$ cat src/rtl/cnv_out_pkg.sv
package cnv_out_pkg;
  typedef enum logic [1:0] {ST_CONV, ST_SLEEP, ST_DATA} seq_state_e;
endpackage

$ cat src/rtl/cnv_out_timer.sv
module cnv_out_timer #(
  parameter int TW      = 8,
  parameter int RST_VAL = 7
) (
  input  logic          clk_i,
  input  logic          rst_ni,
  input  logic          load_i,
  input  logic [TW-1:0] val_i,
  output logic          done_o
);
  logic [TW-1:0] cnt_q;

  always_ff @(posedge clk_i or negedge rst_ni) begin
    if (!rst_ni)          cnt_q <= TW'(RST_VAL);
    else if (load_i)      cnt_q <= val_i;
    else if (cnt_q != '0) cnt_q <= cnt_q - TW'(1);
  end

  assign done_o = (cnt_q == '0);


  tmr_step_chk: assert property (@(posedge clk_i) disable iff (!rst_ni)
    !load_i && !done_o |=> cnt_q == $past(cnt_q) - TW'(1));
endmodule

$ cat src/rtl/cnv_out_sckgen.sv
module cnv_out_sckgen #(
  parameter int HALF_CYC = 2,
  parameter int PH_W     = 6
) (
  input  logic            clk_i,
  input  logic            rst_ni,
  input  logic            clr_i,
  input  logic            en_i,
  output logic [PH_W-1:0] ph_o,
  output logic            half_end_o
);
  localparam int HW = (HALF_CYC > 1) ? $clog2(HALF_CYC) : 1;

  logic [HW-1:0]   hc_q;
  logic [PH_W-1:0] ph_q;

  assign half_end_o = (hc_q == HW'(HALF_CYC - 1));
  assign ph_o       = ph_q;

  always_ff @(posedge clk_i or negedge rst_ni) begin
    if (!rst_ni) begin
      hc_q <= '0;
      ph_q <= '0;
    end else if (clr_i) begin
      hc_q <= '0;
      ph_q <= '0;
    end else if (en_i) begin
      if (half_end_o) begin
        hc_q <= '0;
        ph_q <= ph_q + PH_W'(1);
      end else begin
        hc_q <= hc_q + HW'(1);
      end
    end
  end


  half_hold_chk: assert property (@(posedge clk_i) disable iff (!rst_ni)
    en_i && !clr_i && !half_end_o |=> $stable(ph_o));
endmodule

$ cat src/rtl/cnv_out_osr.sv
module cnv_out_osr #(
  parameter int OSR_W     = 4,
  parameter int PH_W      = 6,
  parameter int TW        = 8,
  parameter int CONV_BASE = 8,
  parameter int ABORT_MIN = 5
) (
  input  logic [OSR_W-1:0] osr_prog_i,
  input  logic [PH_W:0]    rises_i,
  input  logic             abort_i,
  output logic [TW-1:0]    len_m1_o
);
  logic [OSR_W-1:0] osr_eff;

  always_comb begin
    osr_eff = osr_prog_i;
    if (abort_i && (int'(rises_i) < ABORT_MIN)) osr_eff = OSR_W'(rises_i);
  end

  assign len_m1_o = TW'(CONV_BASE * (int'(osr_eff) + 1) - 1);

  initial begin

    osr_width_chk: assert (OSR_W >= $clog2(ABORT_MIN));
  end
endmodule

$ cat src/rtl/cnv_out_seq.sv
module cnv_out_seq
  import cnv_out_pkg::*;
#(
  parameter int WORD_W    = 32,
  parameter int OSR_W     = 4,
  parameter int CONV_BASE = 8,
  parameter int SLEEP_CYC = 3,
  parameter int HALF_CYC  = 2,
  parameter int ABORT_MIN = 5
) (
  input  logic             clk_i,
  input  logic             rst_ni,
  input  logic             cs_ni,
  input  logic [OSR_W-1:0] osr_i,
  input  logic [WORD_W-1:0] result_i,
  output logic             sck_o,
  output logic             sdo_o,
  output logic             sdo_oe_o,
  output logic             busy_o
);
  localparam int IW      = $clog2(WORD_W);
  localparam int PH_W    = IW + 1;
  localparam int MAX_LEN = CONV_BASE * (2 ** OSR_W);
  localparam int TW      = $clog2((MAX_LEN > SLEEP_CYC) ? MAX_LEN : SLEEP_CYC) + 1;
  localparam logic [PH_W-1:0] PH_LAST = PH_W'(2 * WORD_W - 1);

  seq_state_e        state_q, state_d;
  logic              cs_q;
  logic [WORD_W-1:0] word_q;
  logic              cap;
  logic              tmr_load, tmr_done;
  logic [TW-1:0]     tmr_val, len_m1;
  logic              clk_clr, half_end;
  logic [PH_W-1:0]   ph;
  logic [PH_W:0]     rises;
  logic              abort, last;
  logic [IW-1:0]     bit_sel;

  assign rises   = ({1'b0, ph} + (PH_W+1)'(1)) >> 1;
  assign abort   = (state_q == ST_DATA) && cs_ni && !cs_q && (rises != '0);
  assign last    = (state_q == ST_DATA) && half_end && (ph == PH_LAST);
  assign bit_sel = IW'(WORD_W - 1) - ph[PH_W-1:1];

  cnv_out_timer #(.TW(TW), .RST_VAL(CONV_BASE - 1)) u_tmr (
    .clk_i, .rst_ni, .load_i(tmr_load), .val_i(tmr_val), .done_o(tmr_done)
  );

  cnv_out_sckgen #(.HALF_CYC(HALF_CYC), .PH_W(PH_W)) u_sck (
    .clk_i, .rst_ni, .clr_i(clk_clr), .en_i(state_q == ST_DATA),
    .ph_o(ph), .half_end_o(half_end)
  );

  cnv_out_osr #(.OSR_W(OSR_W), .PH_W(PH_W), .TW(TW), .CONV_BASE(CONV_BASE),
                .ABORT_MIN(ABORT_MIN)) u_osr (
    .osr_prog_i(osr_i), .rises_i(rises), .abort_i(abort), .len_m1_o(len_m1)
  );

  always_comb begin
    state_d  = state_q;
    tmr_load = 1'b0;
    tmr_val  = len_m1;
    clk_clr  = 1'b0;
    cap      = 1'b0;
    unique case (state_q)
      ST_CONV: if (tmr_done) begin
        state_d  = ST_SLEEP;
        tmr_load = 1'b1;
        tmr_val  = TW'(SLEEP_CYC - 1);
        cap      = 1'b1;
      end
      ST_SLEEP: if (tmr_done) begin
        state_d = ST_DATA;
        clk_clr = 1'b1;
      end
      ST_DATA: if (abort || last) begin
        state_d  = ST_CONV;
        tmr_load = 1'b1;
      end
      default: state_d = ST_CONV;
    endcase
  end

  always_ff @(posedge clk_i or negedge rst_ni) begin
    if (!rst_ni) begin
      state_q <= ST_CONV;
      cs_q    <= 1'b1;
      word_q  <= '0;
    end else begin
      state_q <= state_d;
      cs_q    <= cs_ni;
      if (cap) word_q <= result_i;
    end
  end

  always_comb begin
    sck_o    = 1'b1;
    sdo_o    = 1'b1;
    busy_o   = 1'b1;
    sdo_oe_o = 1'b1;
    case (state_q)
      ST_SLEEP: begin
        sck_o  = 1'b0;
        sdo_o  = 1'b0;
        busy_o = 1'b0;
      end
      ST_DATA: begin
        sck_o    = ph[0];
        sdo_o    = word_q[bit_sel];
        busy_o   = 1'b0;
        sdo_oe_o = !cs_ni;
      end
      default: ;
    endcase
  end


  sleep_low_chk: assert property (@(posedge clk_i) disable iff (!rst_ni)
    $fell(busy_o) |-> !sck_o && !sdo_o);

  end_restart_chk: assert property (@(posedge clk_i) disable iff (!rst_ni)
    last |=> busy_o && sck_o && sdo_o);

  abort_restart_chk: assert property (@(posedge clk_i) disable iff (!rst_ni)
    abort |=> busy_o && sck_o);

  conv_hold_chk: assert property (@(posedge clk_i) disable iff (!rst_ni)
    (state_q == ST_CONV) && !tmr_done |=> busy_o);
endmodule

$ cat config.mk
export PLATFORM = sky130hd
export DESIGN_NAME = cnv_out_seq
export DESIGN_NICKNAME = d
export VERILOG_FILES = /design/src/rtl/cnv_out_pkg.sv /design/src/rtl/cnv_out_timer.sv /design/src/rtl/cnv_out_sckgen.sv /design/src/rtl/cnv_out_osr.sv /design/src/rtl/cnv_out_seq.sv
export SDC_FILE = /design/constraint.sdc
export NUM_CORES = 1
export LEC_CHECK = 0
export BUFFER_PORTS_ARGS = -buffer_cell sky130_fd_sc_hd__buf_4
export CORE_ASPECT_RATIO = 1.4
export CORE_MARGIN = 1
export CORE_UTILIZATION = 57
export DETAILED_ROUTE_END_ITERATION = 10
export PLACE_DENSITY = 0.75
export SETUP_SLACK_MARGIN = 0.02
export SYNTH_ARGS = -nofsm -noshare
export SYNTH_HDL_FRONTEND = slang
export SYNTH_HIERARCHICAL = 1
export SYNTH_SLANG_ARGS = --single-unit
$ cat constraint.sdc
create_clock -name clk_i -period 3.6 [get_ports clk_i]
set_input_delay 0.36 -clock clk_i [delete_from_list [all_inputs] [get_ports clk_i]]
set_output_delay 0.36 -clock clk_i [all_outputs]
set_load 0.005 [all_outputs]
==> results.ini, run 1 <==
[logic_synthesis]
seq_area_frac_synth_pct = 41.3
ys_ff_latch = 50
synth_top_area_share_pct = 37.8
synthCells = 285
netlist_area_um2 = 3040
yosysTopAreaCell = dfrtp_1
yosysUniqueCellTypes = 62
async_reset_ff_share_pct = 100
synth_area_per_cell_um2 = 10.7
synth_area_leaders = dfrtp_1 38%, mux2_2 12%, ha_1 4.1%, dfstp_2 3.5%, mux4_1 3.5%
yosysWarnings = 6
synth_edf_count = 0
synthFlopType = dfrtp_1

[pwr]
power_mw = 2.59
peakVddDrop_uv = 415
p_leak_nw = 1.50
powerDensity_nw_per_um2 = 734

[cells_and_area]
final_cells = 397
layout_common_cells = 49 x buf_4, 45 x dfrtp_1, 32 x mux2_2
finalNetCount = 379
stdcell_area_um2 = 3530
mostFrequentLayoutCell = buf_4
antenna_cells = 0
layout-drive-gt1-share_pct = 32.6
syn_to_final_growth_pct = 16.0
finalCoreUtilization_pct = 68.4

[die]
start_util_pct = 59.0
io_pins = 43
fp-row-count = 31
dieArea_um2 = 5640
dieWidth_um = 63.8
die_h_um = 88.5
core_area_um2 = 5160

[clocking]
worstSkewPairLatency_ns = 0.31
holdBufCountCts = 0
cts_tree = done
clk_pin_slew_ns = 0.09
cts_buffer_depth = 2
htree_levels = 2
clkSinkCount = 50
cts_buffers = 5
cts_root_buffer = clkbuf_8

[critical_path]
worstPathCellList = nand2_1 > o21ba_1 > nor4_2 > nand2b_1 > nor2_1 > nor2b_1 > a31oi_1 > a21oi_2 > ha_1 > or3_1 > a31oi_1 > xnor2_1 > and2_1 > nand2_1 > nand3_1
cp-end-kind = flip-flop
r2r_slack_ns = 0.34
slowest_delay_ns = 0.64
crit_fanout = 14
start_kind = flip-flop
cp.arrival_ns = 3.44
criticalPathCategory = flip-flop to flip-flop
crit_required_ns = 3.78
critical-path-slowest-cell = dfrtp_1

[global_route]
first_global_vias = 2192
grt_max_degree = 51
grt-ovfl-total = 0
antenna_found_initial = 0
grt.total_usage_pct = 22.4
grt_pass1_wl_um = 9630

[timing]
grt_setup_unrepaired = no
finClkSkew_ns = 0.00437
max_slew_margin_pct = 58.9
finalSetupViolations = 0
fin_crit_sh_pct = 90.4
hold_ws_ns = 0.0572
drv_slew = 0
setup-tns-final_ns = 0
tightestPinTransition_ns = 0.617
hold_viol_final = 0
min_period_ns = 3.26
fmax_mhz = 307
finalWorstSetupSlack_ns = 0.344

[placement]
dp_hpwl_um = 4420
io_buffers = 42
dp_slack_ns = 0.276
place_area_um2 = 3420
place_congestion = 0.889
placed_cells = 389

[route]
wl_um = 6070
vias = 2340
first_iter_violations = 157
drtPass1Iterations = 5
drcViolationCount = 0
antenna_left = 0
routedWlPerCell_um = 15.3
vias_per_cell = 5.89

[run]
maxCapViolCount = 0

[run_status]
status = finished clean

[hold_path]
hp-class = input pin to asynchronous set/reset pin

==> worst max-delay path: cells and delay by family, from the launching register on <==
| family | cells | cell delay, ns |
|---|---|---|
| AO/OA/AOI/OAI | 4 | 0.76 |
| XOR/XNOR | 1 | 0.07 |
| adder cells (fa/ha/maj) | 1 | 0.25 |
| flip-flops | 1 | 0.64 |
| AND/OR/NAND/NOR | 9 | 1.43 |
==> kinds of logic (layout without fill, tap and decap cells) <==
| family | Yosys count | after routing | share of synthesized area, % |
|---|---|---|---|
| xor+xnor | 10 | 10 | 2.88 |
| mux | 45 | 45 | 19.2 |
| buf+inv | 24 | 67 | 4.03 |
| flops | 50 | 50 | 41.3 |
| simple gates | 93 | 93 | 16.9 |
| compound gates | 51 | 51 | 11.3 |
| fa+ha+maj | 10 | 10 | 4.11 |
| other cells | 2 | 5 | 0.247 |
==> path summary, 6_finish.rpt <==
path                                                   end                 startpoint  cells past startpoint
worst max-delay path            u_tmr/cnt_q[6]$_DFFE_PN0P_  u_sck/ph_o[4]$_DFFE_PN0P_                     15
worst min-delay path                state_q[1]$_DFFE_PN0P_                     rst_ni                      1
worst max register to register  u_tmr/cnt_q[6]$_DFFE_PN0P_  u_sck/ph_o[4]$_DFFE_PN0P_                     15
worst min register to register      word_q[15]$_DFFE_PN0P_     word_q[15]$_DFFE_PN0P_                      1
max in group asynchronous        u_sck/ph_o[0]$_DFFE_PN0P_                     rst_ni                      1
min in group clk_i                          cs_q$_DFF_PN1_                      cs_ni                      1
==> what timing repair did <==
action	4_1_cts	5_1_grt
endpoints found under the setup margin	0	1
hold endpoints to repair	0	0
buffers inserted	0	0
gates resized for setup	0	4
==> flip-flops by register name, indices dropped and copies added, names as in the netlist <==
| signal | count |
|---|---|
| word_q | 32 |
| u_tmr/cnt_q | 8 |
| u_sck/ph_o | 6 |
| state_q | 2 |
| cs_q | 1 |
| u_sck/half_end_o | 1 |
==> where the power goes <==
part | leakage, nW | internal, mW | switching [mW] | total, mW
clock network | 0.0478 | 0.158 | 0.190 | 0.349
logic | 0.858 | 0.619 | 0.544 | 1.16
registers | 0.590 | 0.848 | 0.233 | 1.08
==> layer usage <==
layer	up-vias	track usage, %	wire [um]	share of wire [%]
met4	0	10.3	125	2.1
li1	1132	-	-	-
met2	71	41.3	3250	54
met1	1126	25.4	2420	40
met3	11	3.61	271	4.5
met5	-	0	0	0
==> synthesized netlist by cell type (3+ instances only) <==
cell      count
buf_4         4
dfrtp_1      46
xnor2_1       7
xor2_1        3
nand3_1      15
buf_2         3
dfstp_2       4
ha_1         10
nor3_1        6
mux2i_1       5
o22ai_1       4
mux4_1        4
mux2_2       32
or3_1         5
nand2b_1      3
buf_1         3
and3_1        3
inv_1        10
nor2b_1       3
a21oi_1      10
o31ai_1       3
and2_1        8
nand2_1      17
a31oi_1       6
o21ai_0      10
nor2_1       18
==> layout make-up <==
| cell class | instances | area (um^2) |
|---|---|---|
| timing repair buffer | 49 | 368 |
| inverter | 10 | 37.5 |
| clock buffer | 6 | 82.6 |
| sequential | 50 | 1260 |
| multi-input combinational | 214 | 1690 |
| fill | 404 | 1630 |
| tap | 66 | 82.6 |
| clock inverter | 2 | 16.3 |
(Power assumes the default switching activity.)
==> run 2: changes to the inputs <==
- CORE_UTILIZATION: 57 -> 62
- PLACE_DENSITY: 0.75 -> 0.81
- clock period: 3.6 -> 4.1 ns (I/O delays scaled with it)
==> results.ini, run 2 (synthesis results as in run 1) <==
[run_status]
status = finished clean

[global_route]
grt_use_met2_pct = 45.0  ; +3.7 points
grt-ovfl-total = 0  ; unchanged
first_global_vias = 2364  ; +7.8%
use_met3_pct = 6.40  ; +2.8 points
grt_max_degree = 51  ; unchanged
antenna_found_initial = 0  ; unchanged
grt_busiest_layer = met2
use_met1_pct = 28.2  ; +2.8 points
grt_pass1_wl_um = 10100  ; +4.4%
grt.total_usage_pct = 26.0  ; +3.5 points

[timing]
finClkSkew_ns = 0.00312  ; -0.00125 ns
tightestPinTransition_ns = 0.616  ; -0.00131 ns
setup-tns-final_ns = 0  ; unchanged
max_slew_margin_pct = 58.6  ; -0.29 points
fmax_mhz = 291  ; -5.3%
fin_crit_sh_pct = 83.9  ; -6.6 points
finalSetupViolations = 0  ; unchanged
hold_viol_final = 0  ; unchanged
min_period_ns = 3.44  ; +0.184 ns
drv_slew = 0  ; unchanged
grt_setup_unrepaired = no

[critical_path]
crit_fanout = 9  ; -5
cp_top_family = simple AND/OR/NAND/NOR gates
r2r-end = u_tmr/cnt_q[6]$_DFFE_PN0P_
endpoint = u_tmr/cnt_q[6]$_DFFE_PN0P_
r2r_slack_ns = 0.66  ; +0.32 ns
crit_required_ns = 4.28  ; +0.50 ns
critical_path_depth = 17  ; +2
criticalPathCategory = flip-flop to flip-flop
cp.arrival_ns = 3.62  ; +0.18 ns
critical-path-slowest-cell = dfrtp_1
rr_startpoint = u_sck/ph_o[1]$_DFFE_PN0P_
worstPathCellList = ha_1 > o21ai_0 > o21ba_1 > nor4_2 > nand2b_1 > nor2_1 > nor2b_1 > nand3_1 > nor2_1 > nor2_1 > ha_1 > or3_1 > a31oi_1 > xnor2_1 > and2_1 > nand2_1 > nand3_1
crit_top_cell = nor2_1
cp-end-kind = flip-flop
cp-startpoint = u_sck/ph_o[1]$_DFFE_PN0P_
slowest_delay_ns = 0.56  ; -0.08 ns
path_buf_inv = 0  ; unchanged
r2r_cells = 17  ; +2
start_kind = flip-flop

[run]
maxCapViolCount = 0  ; unchanged

[cells_and_area]
filler_cell_count = 327  ; -19%
layout_common_cells = 46 x buf_4, 46 x dfrtp_1, 32 x mux2_2
layout-drive-gt1-share_pct = 30.8  ; -1.8 points
largest_reg_flops = 32  ; unchanged
multi_input_area_um2 = 1680  ; -0.67%
finalNetCount = 376  ; -0.79%
antenna_cells = 0  ; unchanged
regMostFlops = word_q
finalCoreUtilization_pct = 76.2  ; +7.7 points
syn_to_final_growth_pct = 15.3
register_area_um2 = 1260  ; -0.10%

[clocking]
htree_levels = 2  ; unchanged
cts_root_buffer = clkbuf_8
worstSkewPairLatency_ns = 0.30  ; about the same
holdBufCountCts = 0  ; unchanged
cts_buffers = 5  ; unchanged
cts_buffer_depth = 2  ; unchanged
postCtsSetupBuffers = 0  ; unchanged
clkSinkCount = 50  ; unchanged
cts_tree = done
ctsResizeCount = 0  ; unchanged
clk_pin_slew_ns = 0.10  ; about the same

[route]
drcViolationCount = 0  ; unchanged
first_iter_violations = 130  ; -17%
antenna_left = 0  ; unchanged
vias_per_cell = 5.99  ; +1.7%
drtPass1Iterations = 4  ; -1
vias = 2337  ; -0.13%
wl_um = 6060  ; -0.18%
routedWlPerCell_um = 15.5  ; +1.6%

[pwr]
power_mw = 2.32  ; -11%
peakVddDrop_uv = 450  ; +8.4%
powerDensity_nw_per_um2 = 660  ; -10%
p_leak_nw = 1.49  ; -0.36%

[placement]
io_buffers = 42  ; unchanged
dp_hpwl_um = 4550  ; +2.8%
place_congestion = 0.865  ; -2.6%

[hold_path]
hp-class = input pin to asynchronous set/reset pin

[die]
start_util_pct = 66.0  ; +7.0 points
io_pins = 43  ; unchanged
dieWidth_um = 61.2  ; -4.0%
die_h_um = 84.9  ; -4.0%
dieArea_um2 = 5200  ; -7.8%
core_area_um2 = 4610  ; -11%
fp-row-count = 29  ; -6.5%

## run 2: cell types whose count changed in the layout (fill, tap and decap cells not counted), sizes merged
cell,before,now
buf,49,46
bufinv,0,1
clkbuf,6,5
## run 2: worst min-delay path by stage
| stage | from | to |
|---|---|---|
| CTS | rst_ni | u_tmr/cnt_q[6]$_DFFE_PN0P_ |
| finish | rst_ni | u_tmr/cnt_q[3]$_DFFE_PN0P_ |
| floorplan | rst_ni | state_q[0]$_DFFE_PN0P_ |
| global placement | rst_ni | u_tmr/cnt_q[7]$_DFFE_PN0P_ |
| detailed placement | rst_ni | u_tmr/cnt_q[7]$_DFFE_PN0P_ |
| global route | rst_ni | u_sck/ph_o[3]$_DFFE_PN0P_ |
## run 2: metrics by stage
step / hold slack [ns] / cells / worst slack [ns] / cell area, um^2
finish: 0.115 / 390 / 0.660 / 3510
detailed placement: 0.466 / 382 / 0.655 / 3390
floorplan: 0.114 / 288 / 1.03 / 3050
global route: 0.160 / 390 / 0.223 / 3510
CTS: 0.132 / 390 / 0.631 / 3510
global placement: 0.472 / 382 / 0.798 / 3390
## run 2: power by group
group,switching (mW),leakage [nW],internal (mW)
sequential,0.221,0.591,0.743
combinational,0.462,0.843,0.530
clock,0.174,0.0563,0.186
total,0.857,1.49,1.46
## run 2: area by class of cell
cell class,count,share of cell area (%)
Clock buffer,5,1.96
Sequential cell,50,35.8
Multi-Input combinational cell,214,47.7
Clock inverter,3,1.39
Tap cell,62,2.21
Inverter,10,1.07
Timing Repair Buffer,46,9.84
## run 2: metal layers
metal | vias up | share of wire [%]
met5 | - | 0
met4 | 0 | 4.0
met3 | 19 | 5.5
met2 | 74 | 52
met1 | 1124 | 38
li1 | 1120 | -
